[src/rtl/ee_rd_pkg.sv]
package ee_rd_pkg;

    localparam int ADDR_W    = 6;
    localparam int WORD_W    = 16;
    localparam int CMD_W     = 11;
    localparam int IDX_W     = $clog2(WORD_W);
    localparam logic [2:0] OP_READ = 3'b110;
    localparam int STA_FIRST = 6;
    localparam int STA_WORDS = 4;
    localparam int STA_W     = (STA_WORDS - 1) * WORD_W;

    typedef enum logic [2:0] {
        PH_IDLE,
        PH_SEL,
        PH_CMD,
        PH_GAP,
        PH_READ,
        PH_FIN
    } phase_t;

    typedef struct packed {
        logic cs;
        logic sk;
        logic di;
    } ee_lines_t;

    function automatic logic [CMD_W-1:0] read_cmd(input logic [ADDR_W-1:0] a);
        return {{(CMD_W - 3 - ADDR_W){1'b0}}, OP_READ, a};
    endfunction

    // Two address bytes rebuilt from a word and its predecessor: {hi, lo}
    function automatic logic [WORD_W-1:0] sta_pair(input logic [WORD_W-1:0] w,
                                                   input logic [WORD_W-1:0] p);
        logic [WORD_W:0] lo_sum;
        logic [WORD_W-1:0] hi_sh;
        lo_sum = ({1'b0, w} << 1) + {{WORD_W{1'b0}}, p[WORD_W-1]};
        hi_sh  = w >> 7;
        return {hi_sh[7:0], lo_sum[7:0]};
    endfunction

endpackage

[src/rtl/ee_step_timer.sv]
module ee_step_timer #(
    parameter int DIV_W = 8
) (
    input  logic             clk,
    input  logic             rst,
    input  logic             run,
    input  logic [DIV_W-1:0] step_div,
    output logic             tick
);
    logic [DIV_W-1:0] cnt;

    always_ff @(posedge clk) begin
        if (rst || !run)
            cnt <= '0;
        else if (cnt >= step_div)
            cnt <= '0;
        else
            cnt <= cnt + 1'b1;
    end

    assign tick = run && (cnt >= step_div);

    // the step counter never runs past the programmed length
    a_r3_cnt_bound: assert property (@(posedge clk) disable iff (rst)
        run && $stable(step_div) |-> cnt <= step_div);

endmodule

[src/rtl/ee_word_rd.sv]
module ee_word_rd
    import ee_rd_pkg::*;
#(
    parameter int DIV_W = 8
) (
    input  logic              clk,
    input  logic              rst,
    input  logic [DIV_W-1:0]  step_div,
    input  logic              start,
    input  logic [ADDR_W-1:0] addr,
    input  logic              ee_do,
    output logic              busy,
    output logic              done,
    output logic [WORD_W-1:0] word,
    output ee_lines_t         lines
);
    phase_t            phase;
    logic              hi;
    logic [IDX_W-1:0]  idx;
    logic [CMD_W-1:0]  cmd;
    logic              tick;

    assign busy = (phase != PH_IDLE);

    ee_step_timer #(.DIV_W(DIV_W)) u_timer (
        .clk      (clk),
        .rst      (rst),
        .run      (busy),
        .step_div (step_div),
        .tick     (tick)
    );

    always_ff @(posedge clk) begin
        if (rst) begin
            phase <= PH_IDLE;
            hi    <= 1'b0;
            idx   <= '0;
            cmd   <= '0;
            word  <= '0;
            done  <= 1'b0;
        end else begin
            done <= 1'b0;
            if (phase == PH_IDLE) begin
                if (start) begin
                    phase <= PH_SEL;
                    cmd   <= read_cmd(addr);
                    idx   <= IDX_W'(CMD_W - 1);
                    hi    <= 1'b0;
                end
            end else if (tick) begin
                unique case (phase)
                    PH_SEL: phase <= PH_CMD;
                    PH_CMD: begin
                        if (!hi) begin
                            hi <= 1'b1;
                        end else begin
                            hi <= 1'b0;
                            if (idx == '0) phase <= PH_GAP;
                            else           idx   <= idx - 1'b1;
                        end
                    end
                    PH_GAP: begin
                        phase <= PH_READ;
                        idx   <= '0;
                        hi    <= 1'b1;
                    end
                    PH_READ: begin
                        if (hi) begin
                            word[idx] <= ee_do;
                            hi        <= 1'b0;
                        end else if (idx == IDX_W'(WORD_W - 1)) begin
                            phase <= PH_FIN;
                        end else begin
                            idx <= idx + 1'b1;
                            hi  <= 1'b1;
                        end
                    end
                    PH_FIN: begin
                        phase <= PH_IDLE;
                        done  <= 1'b1;
                    end
                    default: phase <= PH_IDLE;
                endcase
            end
        end
    end

    always_comb begin
        lines = '0;
        unique case (phase)
            PH_SEL, PH_GAP, PH_FIN: lines.cs = 1'b1;
            PH_CMD: begin
                lines.cs = 1'b1;
                lines.sk = hi;
                lines.di = cmd[idx[$clog2(CMD_W)-1:0]];
            end
            PH_READ: begin
                lines.cs = 1'b1;
                lines.sk = hi;
            end
            default: lines = '0;
        endcase
    end

    // shift clock only with chip select
    a_r9_sk_needs_cs: assert property (@(posedge clk) disable iff (rst)
        lines.sk |-> lines.cs);
    // quiet lines while idle
    a_r1_idle_quiet: assert property (@(posedge clk) disable iff (rst)
        !busy |-> (lines == '0));
    // completion is a single-cycle pulse
    a_r6_done_pulse: assert property (@(posedge clk) disable iff (rst)
        done |=> !done);
    // data line is steady across a rising shift clock
    a_r2_di_steady: assert property (@(posedge clk) disable iff (rst)
        $rose(lines.sk) |-> $stable(lines.di));
    // a latched command is not replaced mid-transaction
    a_r7_cmd_held: assert property (@(posedge clk) disable iff (rst)
        busy && $past(busy) |-> $stable(cmd));

endmodule

[src/rtl/ee_sta_seq.sv]
module ee_sta_seq
    import ee_rd_pkg::*;
(
    input  logic              clk,
    input  logic              rst,
    input  logic              go,
    input  logic              rd_busy,
    input  logic              rd_done,
    input  logic [WORD_W-1:0] rd_word,
    output logic              req,
    output logic [ADDR_W-1:0] req_addr,
    output logic              active,
    output logic              sta_done,
    output logic [STA_W-1:0]  sta_addr
);
    localparam int WI_W = $clog2(STA_WORDS);

    logic [WI_W-1:0]   widx;
    logic              waiting;
    logic [WORD_W-1:0] prev;

    assign req      = active && !waiting && !rd_busy;
    assign req_addr = ADDR_W'(STA_FIRST) + ADDR_W'(widx);

    always_ff @(posedge clk) begin
        if (rst) begin
            active   <= 1'b0;
            widx     <= '0;
            waiting  <= 1'b0;
            prev     <= '0;
            sta_addr <= '0;
            sta_done <= 1'b0;
        end else begin
            sta_done <= 1'b0;
            if (!active) begin
                if (go) begin
                    active  <= 1'b1;
                    widx    <= '0;
                    waiting <= 1'b0;
                end
            end else if (req) begin
                waiting <= 1'b1;
            end else if (rd_done) begin
                waiting <= 1'b0;
                prev    <= rd_word;
                if (widx != '0)
                    sta_addr[(int'(widx) - 1) * WORD_W +: WORD_W] <= sta_pair(rd_word, prev);
                if (widx == WI_W'(STA_WORDS - 1)) begin
                    active   <= 1'b0;
                    sta_done <= 1'b1;
                end else begin
                    widx <= widx + 1'b1;
                end
            end
        end
    end

    // only the station words are ever requested
    a_r8_addr_range: assert property (@(posedge clk) disable iff (rst)
        req |-> (req_addr >= ADDR_W'(STA_FIRST)) &&
                (req_addr <= ADDR_W'(STA_FIRST + STA_WORDS - 1)));
    // one word read in flight at a time
    a_r8_one_inflight: assert property (@(posedge clk) disable iff (rst)
        req |=> rd_busy);

endmodule

[src/rtl/ee_addr_fetch.sv]
module ee_addr_fetch
    import ee_rd_pkg::*;
#(
    parameter int DIV_W = 8
) (
    input  logic              clk,
    input  logic              rst,
    input  logic [DIV_W-1:0]  step_div,
    input  logic              rd_start,
    input  logic [ADDR_W-1:0] rd_addr,
    output logic              rd_busy,
    output logic              rd_done,
    output logic [WORD_W-1:0] rd_word,
    input  logic              sta_start,
    output logic              sta_done,
    output logic [STA_W-1:0]  sta_addr,
    output logic              ee_cs,
    output logic              ee_sk,
    output logic              ee_di,
    input  logic              ee_do
);
    logic              w_busy, w_done, w_start;
    logic [ADDR_W-1:0] w_addr;
    logic [WORD_W-1:0] w_word;
    ee_lines_t         w_lines;
    logic              s_req, s_active, s_go, host_go;
    logic [ADDR_W-1:0] s_addr;

    assign rd_busy = w_busy || s_active;
    assign host_go = rd_start && !rd_busy;
    assign s_go    = sta_start && !rd_start && !rd_busy;
    assign w_start = host_go || s_req;
    assign w_addr  = s_active ? s_addr : rd_addr;

    ee_word_rd #(.DIV_W(DIV_W)) u_word (
        .clk      (clk),
        .rst      (rst),
        .step_div (step_div),
        .start    (w_start),
        .addr     (w_addr),
        .ee_do    (ee_do),
        .busy     (w_busy),
        .done     (w_done),
        .word     (w_word),
        .lines    (w_lines)
    );

    ee_sta_seq u_seq (
        .clk      (clk),
        .rst      (rst),
        .go       (s_go),
        .rd_busy  (w_busy),
        .rd_done  (w_done),
        .rd_word  (w_word),
        .req      (s_req),
        .req_addr (s_addr),
        .active   (s_active),
        .sta_done (sta_done),
        .sta_addr (sta_addr)
    );

    assign rd_done = w_done && !s_active;
    assign rd_word = w_word;
    assign ee_cs   = w_lines.cs;
    assign ee_sk   = w_lines.sk;
    assign ee_di   = w_lines.di;

    // strobes during a transaction never launch a second one
    a_r7_no_restart: assert property (@(posedge clk) disable iff (rst)
        w_busy |-> !(host_go || s_go));
    // the two completion strobes never coincide
    a_r10_done_split: assert property (@(posedge clk) disable iff (rst)
        !(rd_done && sta_done));

endmodule

[config.mk]
export PLATFORM = sky130hd
export DESIGN_NAME = ee_addr_fetch
export DESIGN_NICKNAME = d
export VERILOG_FILES = /design/src/rtl/ee_rd_pkg.sv /design/src/rtl/ee_step_timer.sv /design/src/rtl/ee_word_rd.sv /design/src/rtl/ee_sta_seq.sv /design/src/rtl/ee_addr_fetch.sv
export SDC_FILE = /design/constraint.sdc
export NUM_CORES = 1
export LEC_CHECK = 0
export BUFFER_PORTS_ARGS = -buffer_cell sky130_fd_sc_hd__buf_2
export CAP_MARGIN = 10
export CORE_MARGIN = 2
export CORE_UTILIZATION = 45
export DETAILED_ROUTE_END_ITERATION = 7
export HOLD_SLACK_MARGIN = 0.03
export PLACE_DENSITY = 0.69
export SYNTH_ARGS = -nofsm -noshare
export SYNTH_HDL_FRONTEND = slang
export SYNTH_SLANG_ARGS = --single-unit
[constraint.sdc]
create_clock -name clk -period 3.14 [get_ports clk]
set_clock_uncertainty 0.15 [all_clocks]
set_input_delay 0 -clock clk [delete_from_list [all_inputs] [get_ports clk]]
set_output_delay 0 -clock clk [all_outputs]
set_load 0.05 [all_outputs]
==> impl_metrics.tcl, run 1 <==
set metrics [dict create \
    power_leakage_uw 0.00214 \
    power_density_nw_per_um2 461 \
    io_pins 89 \
    cts_buffer_depth 2 \
    grt_setup_unrepaired "false" \
    drt_iter0_drc 263 \
    internal_power_uw 1740 \
    tritoncts "done" \
    core-area_um2 9590 \
    cts_buffers 9 \
    cts_root_buf "clkbuf_8" \
    status "complete, no violations" \
    cp-end-kind "flop" \
    fin_hold_ws_ps 111 \
    via_per_inst 5.39 \
    cts_sinks 94 \
    grt_antenna_before_repair 0 \
    clkTransAtPathRegs_ps 90 \
    instances_no_fill 752 \
    rows 36 \
    vias 4057 \
    vdd_drop_max_v 0.000208 \
    startpoint_type "flop" \
    dp_slack_ps 544 \
    clkLatencyLatePin_ps 370 \
    synthMuxAreaShare_pct 4.39 \
    yosys_warnings 0 \
    synthArstFlopShare_pct 0 \
    synth_compound_area_share_pct 15.0 \
    setup_viol 0 \
    syn_avg_cell_area_um2 8.17 \
    diodes 0 \
    fin_nets 651 \
    hp-start "rd_start" \
    synth.ff_latch_count 94 \
    die_area_um2 10600 \
    rr_startpoint "u_word.phase[0]" \
    start_util_pct 45.7 \
    grt_pass1_wl_mm 17.8 \
    yosysTopAreaCellShare_pct 42.9 \
    antenna_left 0 \
    period_needed_ps 2650 \
    syn_nets 574 \
    hp-class "in2reg" \
    synth-simple-area-share_pct 24.9 \
    synth-xor-area-share_pct 2.00 \
    grt_overflow 0 \
    synth_top_family_by_area "simple AND/OR/NAND/NOR gates" \
    required_ps 3290 \
    yosysMostFrequentCell "dfxtp_1" \
    netlist_instances 537 \
    yosysTopAreaCell "dfxtp_1" \
    die_y_um 103 \
    cp_max_fo 14 \
    routedWlPerCell_um 14.8 \
    firstDrtPassIters 4 \
    netSwitchingFraction_pct 27.2 \
    maxCapViolations 0 \
    pwr-share-comb_pct 11.0 \
    grt_usage_pct 21.7 \
    worst_slack_ps 491 \
    routed_wl_mm 11.1 \
    synth_ff_type "dfxtp_1" \
    die_w_um 103 \
    port_buffers 88 \
    worstMarginPinSlew_ps 651 \
    syn-cell-area_um2 4390 \
    critPathCapture "u_word.idx[2]" \
    slew_violations 0 \
    place_inst 724 \
    post_cts_buffers 0 \
    power.net_switching_uw 652 \
    reg2reg_to "u_word.idx[2]" \
    finalSetupTns_ps 0 \
    grt_max_degree 55 \
    yosysSeqAreaShare_pct 42.9 \
    max_slew_margin_pct 56.6 \
    power_frac_seq_pct 52.9 \
    place_congestion 0.857 \
    hold_viol 0 \
    h-tree-depth 3 \
    max_freq_mhz 378 \
    period_share_pct 84.4 \
    hpwl_mm 7.79 \
    post_synth_fa_ha_maj_area_fraction_pct 5.31 \
    ys_types 55 \
    critical_path_class "reg2reg" \
    synth_edf_count 0 \
    ys_top_cells_by_count "dfxtp_1 (94), nand2_1 (89), a21oi_1 (70), nand3_1 (55)" \
    synth.area.top_cells "dfxtp_1 (43%), a21oi_1 (8.0%), nand2_1 (7.6%)" \
    startpoint "u_word.phase[0]" \
    area_growth_pct 18.5 \
    rrSetupSlack_ps 490 \
    drc 0 \
    reg2reg_depth 7 \
    grt_pass1_vias 3703 \
    worst_ep_arrival_time_ps 2800 \
    clkPwrFrac_pct 36.1 \
    layout-drive-gt1-share_pct 19.4 \
]
==> placed cells by master (no fill, tap or decap), drive strengths merged, types with 8 or more instances in the layout <==
master	count
clkbuf	11
buf	93
a21oi	71
xor2	8
dfxtp	94
nor2	26
mux2i	17
nand4	8
nor3	14
inv	22
nand2	90
o21ai	8
dlygate4sd3	12
nand3	55
ha	17
==> per-stage QoR <==
stage | utilization (%) | cell area (µm²) | total power (µW)
4_1_cts | 54.1 | 5190 | 2410
6_report | 54.1 | 5190 | 2400
2_1_floorplan | - | 4390 | 1480
3_5_place_dp | 50.7 | 4860 | 1540
3_3_place_gp | 50.7 | 4860 | 1530
5_1_grt | 54.1 | 5190 | 2490
==> worst min path at each step <==
stage,end,slack [ps],cells past startpoint
after detailed placement,u_word.cmd[5],130,3
after CTS,u_seq.widx[0],100,6
after floorplan,u_word.word[13],4,2
final,u_seq.widx[0],110,6
after global routing,u_seq.widx[0],160,6
after global placement,u_word.cmd[5],130,3
==> cell families (layout without fill, tap and decap cells) <==
logic type                 after synthesis  count (layout)
muxes                                   18              18
and+or+nand+nor                        229             229
AOI/OAI and AO/OA                      110             110
adders and majority gates               18              18
buffers and inverters                   58             140
xor gates and xnor gates                10              10
DFF                                     94              94
==> final cells by class <==
class | count | area (µm²)
multi-input combinational | 385 | 2260
fill | 917 | 4400
timing repair buffer | 105 | 598
clock inverter | 5 | 63.8
clock buffer | 11 | 151
inverter | 19 | 71.3
sequential | 94 | 1880
tap | 133 | 166
==> flip-flops by register name, indices dropped and copies added, names as in the netlist, named ones only <==
signal              cells
u_word.phase            2
u_word.u_timer.cnt      8
u_word.cmd              7
u_seq.waiting           1
u_seq.sta_done          1
u_seq.widx              2
u_seq.sta_addr         48
u_seq.active            1
u_word.hi               1
u_seq.prev              1
u_word.word            16
u_word.idx              4
u_word.done             1
==> critical path: stages (launching register included) <==
cell	delay, ps
dfxtp_1	660
nor2_2	110
nand2_1	360
inv_2	100
fa_1	450
xor2_1	170
or4_1	400
a21oi_1	160
==> power groups by stage <==
stage	clock network, µW	logic, µW	registers, µW
2_1_floorplan	0	215	1260
3_3_place_gp	0	243	1290
3_5_place_dp	0	248	1290
4_1_cts	878	262	1270
5_1_grt	926	294	1270
6_report	865	264	1270
==> layer usage <==
metal | part of all wire (%) | vias to the layer above | wire length (µm) | track usage (%)
met4 | 2.2 | 0 | 243 | 10.1
met1 | 45 | 1884 | 4990 | 28.7
met5 | 0 | - | 0 | 0
met2 | 48 | 125 | 5310 | 34.8
met3 | 5.2 | 17 | 574 | 3.39
li1 | - | 2031 | - | -
==> timing repair <==
item,CTS,global route
resized for setup,0,0
hold buffers,12,0
hold endpoints to repair,23,0
(Power assumes the default switching activity.)
==> run 2, diff against run 1 <==
Settings changed: ABC_AREA set to 1.
Clock period 3.14 ns to 2.71 ns, I/O delays scaled along.
==> run 2 against run 1 <==
  * Hold slack got worse by 57 ps
  * Highest routed layer unchanged
  * Non-clock buffer count is 2 higher
  * Area after synthesis increased by 2.9%
  * Total power rose by 57%
  * Sequential power grew 26%
  * First-iteration DRC count up 2.7%
  * Critical path type unchanged
  * Critical endpoint is now u_word.cmd[1]
  * Sequential share of layout area fell by 0.97 points
  * Design area is 2.7% higher
==> impl_metrics.tcl, run 2 <==
set metrics [dict create \
    syn_avg_cell_area_um2 7.25 \
    grt_pass1_vias 4105 \
    rows 36 \
    syn_nets 659 \
    period_share_pct 86.7 \
    hold_viol 0 \
    die_area_um2 10800 \
    grt_usage_pct 21.0 \
    grt_overflow 0 \
    layout-drive-gt1-share_pct 18.5 \
    drt_iter0_drc 270 \
    cts_buffer_depth 2 \
    hpwl_mm 8.01 \
    grt_pass1_wl_mm 19.0 \
    synth_edf_count 0 \
    core-area_um2 9770 \
    fin_nets 746 \
    grt_max_degree 67 \
    max_slew_margin_pct 53.0 \
    cp-end-kind "flop" \
    synth.ff_latch_count 94 \
    slew_violations 0 \
    cp_num_buf_inv 2 \
    cts_buffers 9 \
    synth.area.top_cells "dfxtp_1 (42%), nand2_1 (11%), a21oi_1 (9.0%)" \
    critical_path_class "reg2reg" \
    finalSetupTns_ps 0 \
    instances_no_fill 847 \
    max_freq_mhz 426 \
    power_leakage_uw 0.00230 \
    cts_sinks 94 \
    port_buffers 88 \
    path_delay_family "buffers and inverters" \
    required_ps 2870 \
    period_needed_ps 2350 \
    register_area_um2 1880 \
    ys_types 35 \
    syn-cell-area_um2 4510 \
    routedWlPerCell_um 13.2 \
    path_cells "inv_1, nor2_1, nand2_4, nand2_1, o21ai_0, a31oi_1, dlygate4sd3_1" \
    area_growth_pct 18.3 \
    start_util_pct 46.2 \
    clkTransAtPathRegs_ps 110 \
    tritoncts "done" \
    fillers 1001 \
    die_y_um 104 \
    holdBufCountCts 12 \
    worst_ep_arrival_time_ps 2510 \
    startpoint_type "flop" \
    power_density_nw_per_um2 705 \
    synthArstFlopShare_pct 0 \
    vdd_drop_max_v 0.000518 \
    firstDrtPassIters 4 \
    hp-class "in2reg" \
    drc 0 \
    ys_top_cells_by_count "nand2_1 (131), dfxtp_1 (94), a21oi_1 (81), inv_1 (66), nor2_1 (55)" \
    placedInstanceArea_um2 5020 \
    worstMarginPinSlew_ps 705 \
    yosysTopAreaCell "dfxtp_1" \
    multi_input_area_um2 2220 \
    yosysMostFrequentCell "nand2_1" \
    place_congestion 0.841 \
    yosysSeqAreaShare_pct 41.7 \
    cts_resized 0 \
    via_per_inst 5.21 \
    routed_wl_mm 11.2 \
    io_pins 89 \
    worst_slack_ps 361 \
    grt_setup_unrepaired "false" \
    cts_root_buf "clkbuf_8" \
    die_w_um 104 \
    largestRegisters "u_seq.sta_addr: 48 flops, u_word.word: 16 flops, u_word.u_timer.cnt: 8 flops" \
    final_cell_mix "nand2_1 (131), dfxtp_1 (94), buf_2 (88)" \
    final_cell_area_um2 5340 \
    final_common_cell "nand2_1" \
    antenna_left 0 \
    place_inst 819 \
    vias 4409 \
    top_register "u_seq.sta_addr" \
    setup_viol 0 \
    synth_ff_type "dfxtp_1" \
    slowest_stage "dlygate4sd3_1" \
    post_cts_buffers 0 \
    h-tree-depth 3 \
    grt_antenna_before_repair 0 \
    maxCapViolations 0 \
    cpPeakStageDelay_ps 560 \
    diodes 0 \
    status "complete, no violations" \
    yosys_warnings 0 \
    fin_util_pct 54.6 \
    dp_slack_ps 514 \
    netlist_instances 622 \
    yosysTopAreaCellShare_pct 41.7 \
    largest_reg_flops 48 \
    cp_max_fo 12 \
    clkLatencyLatePin_ps 360 \
]
[run 2: changes by cell type after synthesis, sizes merged, moves of 17 or more]
cell | before | now
nor2 | 26 | 63
nand2 | 90 | 138
nand4 | 8 | 53
nand3 | 55 | 30
inv | 19 | 69
mux2i | 17 | 0
[run 2: path summary, 6_finish.rpt]
check | start | to | slack (ps) | cells after the start
setup / recovery | u_seq.active | u_word.cmd[1] | 360 | 7
hold / removal | rst | u_seq.sta_done | 50 | 4
setup reg to reg | u_seq.active | u_word.cmd[1] | 360 | 7
hold reg to reg | u_seq.sta_addr[47] | u_seq.sta_addr[47] | 320 | 2
[run 2: power by group]
group	total (µW)	switching (µW)	internal [µW]	leakage, µW
logic	1250	867	379	0.00144
clock network	921	558	362	0.0000970
registers	1600	113	1480	0.000761
[run 2: worst reg2reg max path: cells and delay by family, from the launching register on]
kind / cells / cell delay (ps)
compound gates: 2 / 310
flops: 1 / 460
simple gates: 3 / 590
buf+inv: 2 / 780
[run 2: metal layers]
layer | up-vias | global-route usage, % | part of all wire, %
li1 | 2247 | - | -
met1 | 2027 | 26.7 | 45
met2 | 121 | 36.5 | 48
met3 | 14 | 3.57 | 5.3
met4 | 0 | 6.27 | 1.2
met5 | - | 0 | 0
[run 2: metrics by stage]
step | hold WS [ps] | power (µW)
after CTS | 49.0 | 3770
final | 54.0 | 3760
after global placement | 103 | 2800
after detailed placement | 117 | 2820
after floorplan | -5.99 | 2530
after global routing | 127 | 4010
[run 2: cell type report]
cell class / instances / area share (%)
sequential: 94 / 35.3
tap: 133 / 3.12
clock buffer: 9 / 2.32
clock inverter: 7 / 1.36
inverter: 69 / 4.85
timing repair buffer: 107 / 11.5
multi-input combinational: 428 / 41.6
[run 2: logic make-up after synthesis]
family | Yosys count | synth area share, %
AOI/OAI and AO/OA | 112 | 13.1
xor gates and xnor gates | 4 | 0.943
adders and majority gates | 18 | 5.16
buffers and inverters | 100 | 9.07
DFF | 94 | 41.7
and+or+nand+nor | 294 | 30.0
==> run 3, diff against run 2 <==
Settings changed: PLACE_DENSITY 0.69 to 0.63.
==> run 3 against run 2 <==
  * Hold slack lost 3.3 ps
  * Die area stayed put
  * Count of clock-buffer cells in the layout unchanged
  * Core utilization fell by 0.17 points
  * Clock power increased by 2.3%
  * Final cell count is 0.12% lower
  * Register-to-register slack improved by 70 ps
  * Largest power group unchanged
==> impl_metrics.tcl, run 3 (synthesis gave the netlist of run 2 again) <==
set metrics [dict create \
    status "complete, no violations" \
    firstDrtPassIters 4 \
    cts_resized 0 \
    tritoncts "done" \
    required_ps 2820 \
    port_buffers 88 \
    setup_viol 0 \
    routed_wl_mm 11.2 \
    routedWlPerCell_um 13.2 \
    place_congestion 0.851 \
    holdBufCountCts 9 \
    post_cts_buffers 0 \
    h-tree-depth 3 \
    clkTransAtPathRegs_ps 100 \
    startpoint_type "flop" \
    via_per_inst 5.15 \
    largest_reg_flops 48 \
    hp-class "in2reg" \
    period_share_pct 84.1 \
    fillers 986 \
    start_util_pct 46.2 \
    vias 4359 \
    worstMarginPinSlew_ps 739 \
    cts_root_buf "clkbuf_8" \
    finalPower_uw 3750 \
    antenna_left 0 \
    clkLatencyLatePin_ps 370 \
    grt_setup_unrepaired "false" \
    hold_viol 0 \
    grt_pass1_vias 4044 \
    layout-drive-gt1-share_pct 18.8 \
    drc 0 \
    final_common_cell "nand2_1" \
    die_area_um2 10800 \
    critical_path_class "reg2reg" \
    area_growth_pct 17.9 \
    diodes 0 \
    maxCapViolations 0 \
    cp_max_fo 12 \
    grt_pass1_wl_mm 18.7 \
    grt_max_degree 67 \
    grt_usage_pct 20.8 \
    drt_iter0_drc 256 \
    largestRegisters "u_seq.sta_addr: 48 flops, u_word.word: 16 flops, u_word.u_timer.cnt: 8 flops" \
    grt_antenna_before_repair 0 \
    multi_input_area_um2 2220 \
    die_y_um 104 \
    worst_ep_arrival_time_ps 2390 \
    cts_buffers 9 \
    cp-end-kind "flop" \
    max_slew_margin_pct 50.7 \
    slew_violations 0 \
    register_area_um2 1880 \
    top_register "u_seq.sta_addr" \
    core-area_um2 9770 \
    power_leakage_uw 0.00230 \
    power_density_nw_per_um2 705 \
    vdd_drop_max_v 0.000395 \
    cts_buffer_depth 2 \
    rows 36 \
    fin_hold_ws_ps 50.6 \
    io_pins 89 \
    max_freq_mhz 439 \
    fin_nets 745 \
    cts_sinks 94 \
    hpwl_mm 8.19 \
    fin_util_pct 54.4 \
    final_cell_mix "nand2_1 (131), dfxtp_1 (94), buf_2 (88)" \
    die_w_um 104 \
    finalSetupTns_ps 0 \
    period_needed_ps 2280 \
    grt_overflow 0 \
]
-- run 3: cell count changes in the layout (fill, tap and decap cells not counted) --
cell           delta
buf_4             +2
bufinv_16         +1
clkinv_2          +3
clkinv_8          -1
clkinvlp_4        -1
dlygate4sd3_1     -3
inv_8             -2
-- run 3: area by class of cell --
cell class	instances	area share, %
repair buffers	106	11.2
clock inverters	7	1.34
flip-flops and latches	94	35.4
inverters	69	4.87
multi-input cells	428	41.7
clock buffers	9	2.33
well taps	133	3.13
-- run 3: critical path, stage by stage (launching register included) --
cell and delay [ps]:
dfxtp_1 450, inv_1 210, nor2_1 220, nand2_4 90
nand2_1 260, inv_1 150, nand2_2 180, nand3_1 230
nor2_1 180, nor2_1 60
-- run 3: final timing paths --
check	from	endpoint	cells past startpoint	slack, ps
worst max register to register	u_seq.active	u_word.idx[3]	9	430
worst min register to register	u_word.u_timer.cnt[0]	u_word.u_timer.cnt[0]	1	320
worst max-delay path	u_seq.active	u_word.idx[3]	9	430
worst min-delay path	rst	u_word.word[6]	4	50
-- run 3: routing by layer --
| metal | GRT usage, % | wire, µm |
|---|---|---|
| met4 | 5.41 | 93 |
| met1 | 27.3 | 5420 |
| met5 | 0 | 0 |
| met2 | 35.5 | 5110 |
| met3 | 3.76 | 576 |
-- run 3: metrics by stage --
stage / instances / setup slack, ps / area (µm²)
finish: 846 / 432 / 5320
global route: 846 / 175 / 5320
CTS: 846 / 436 / 5320
detailed placement: 821 / 461 / 5040
global placement: 821 / 545 / 5040
floorplan: 622 / 677 / 4510
-- run 3: where the power goes --
part | internal [µW] | switching (µW)
logic | 365 | 849
clock network | 430 | 512
registers | 1480 | 109
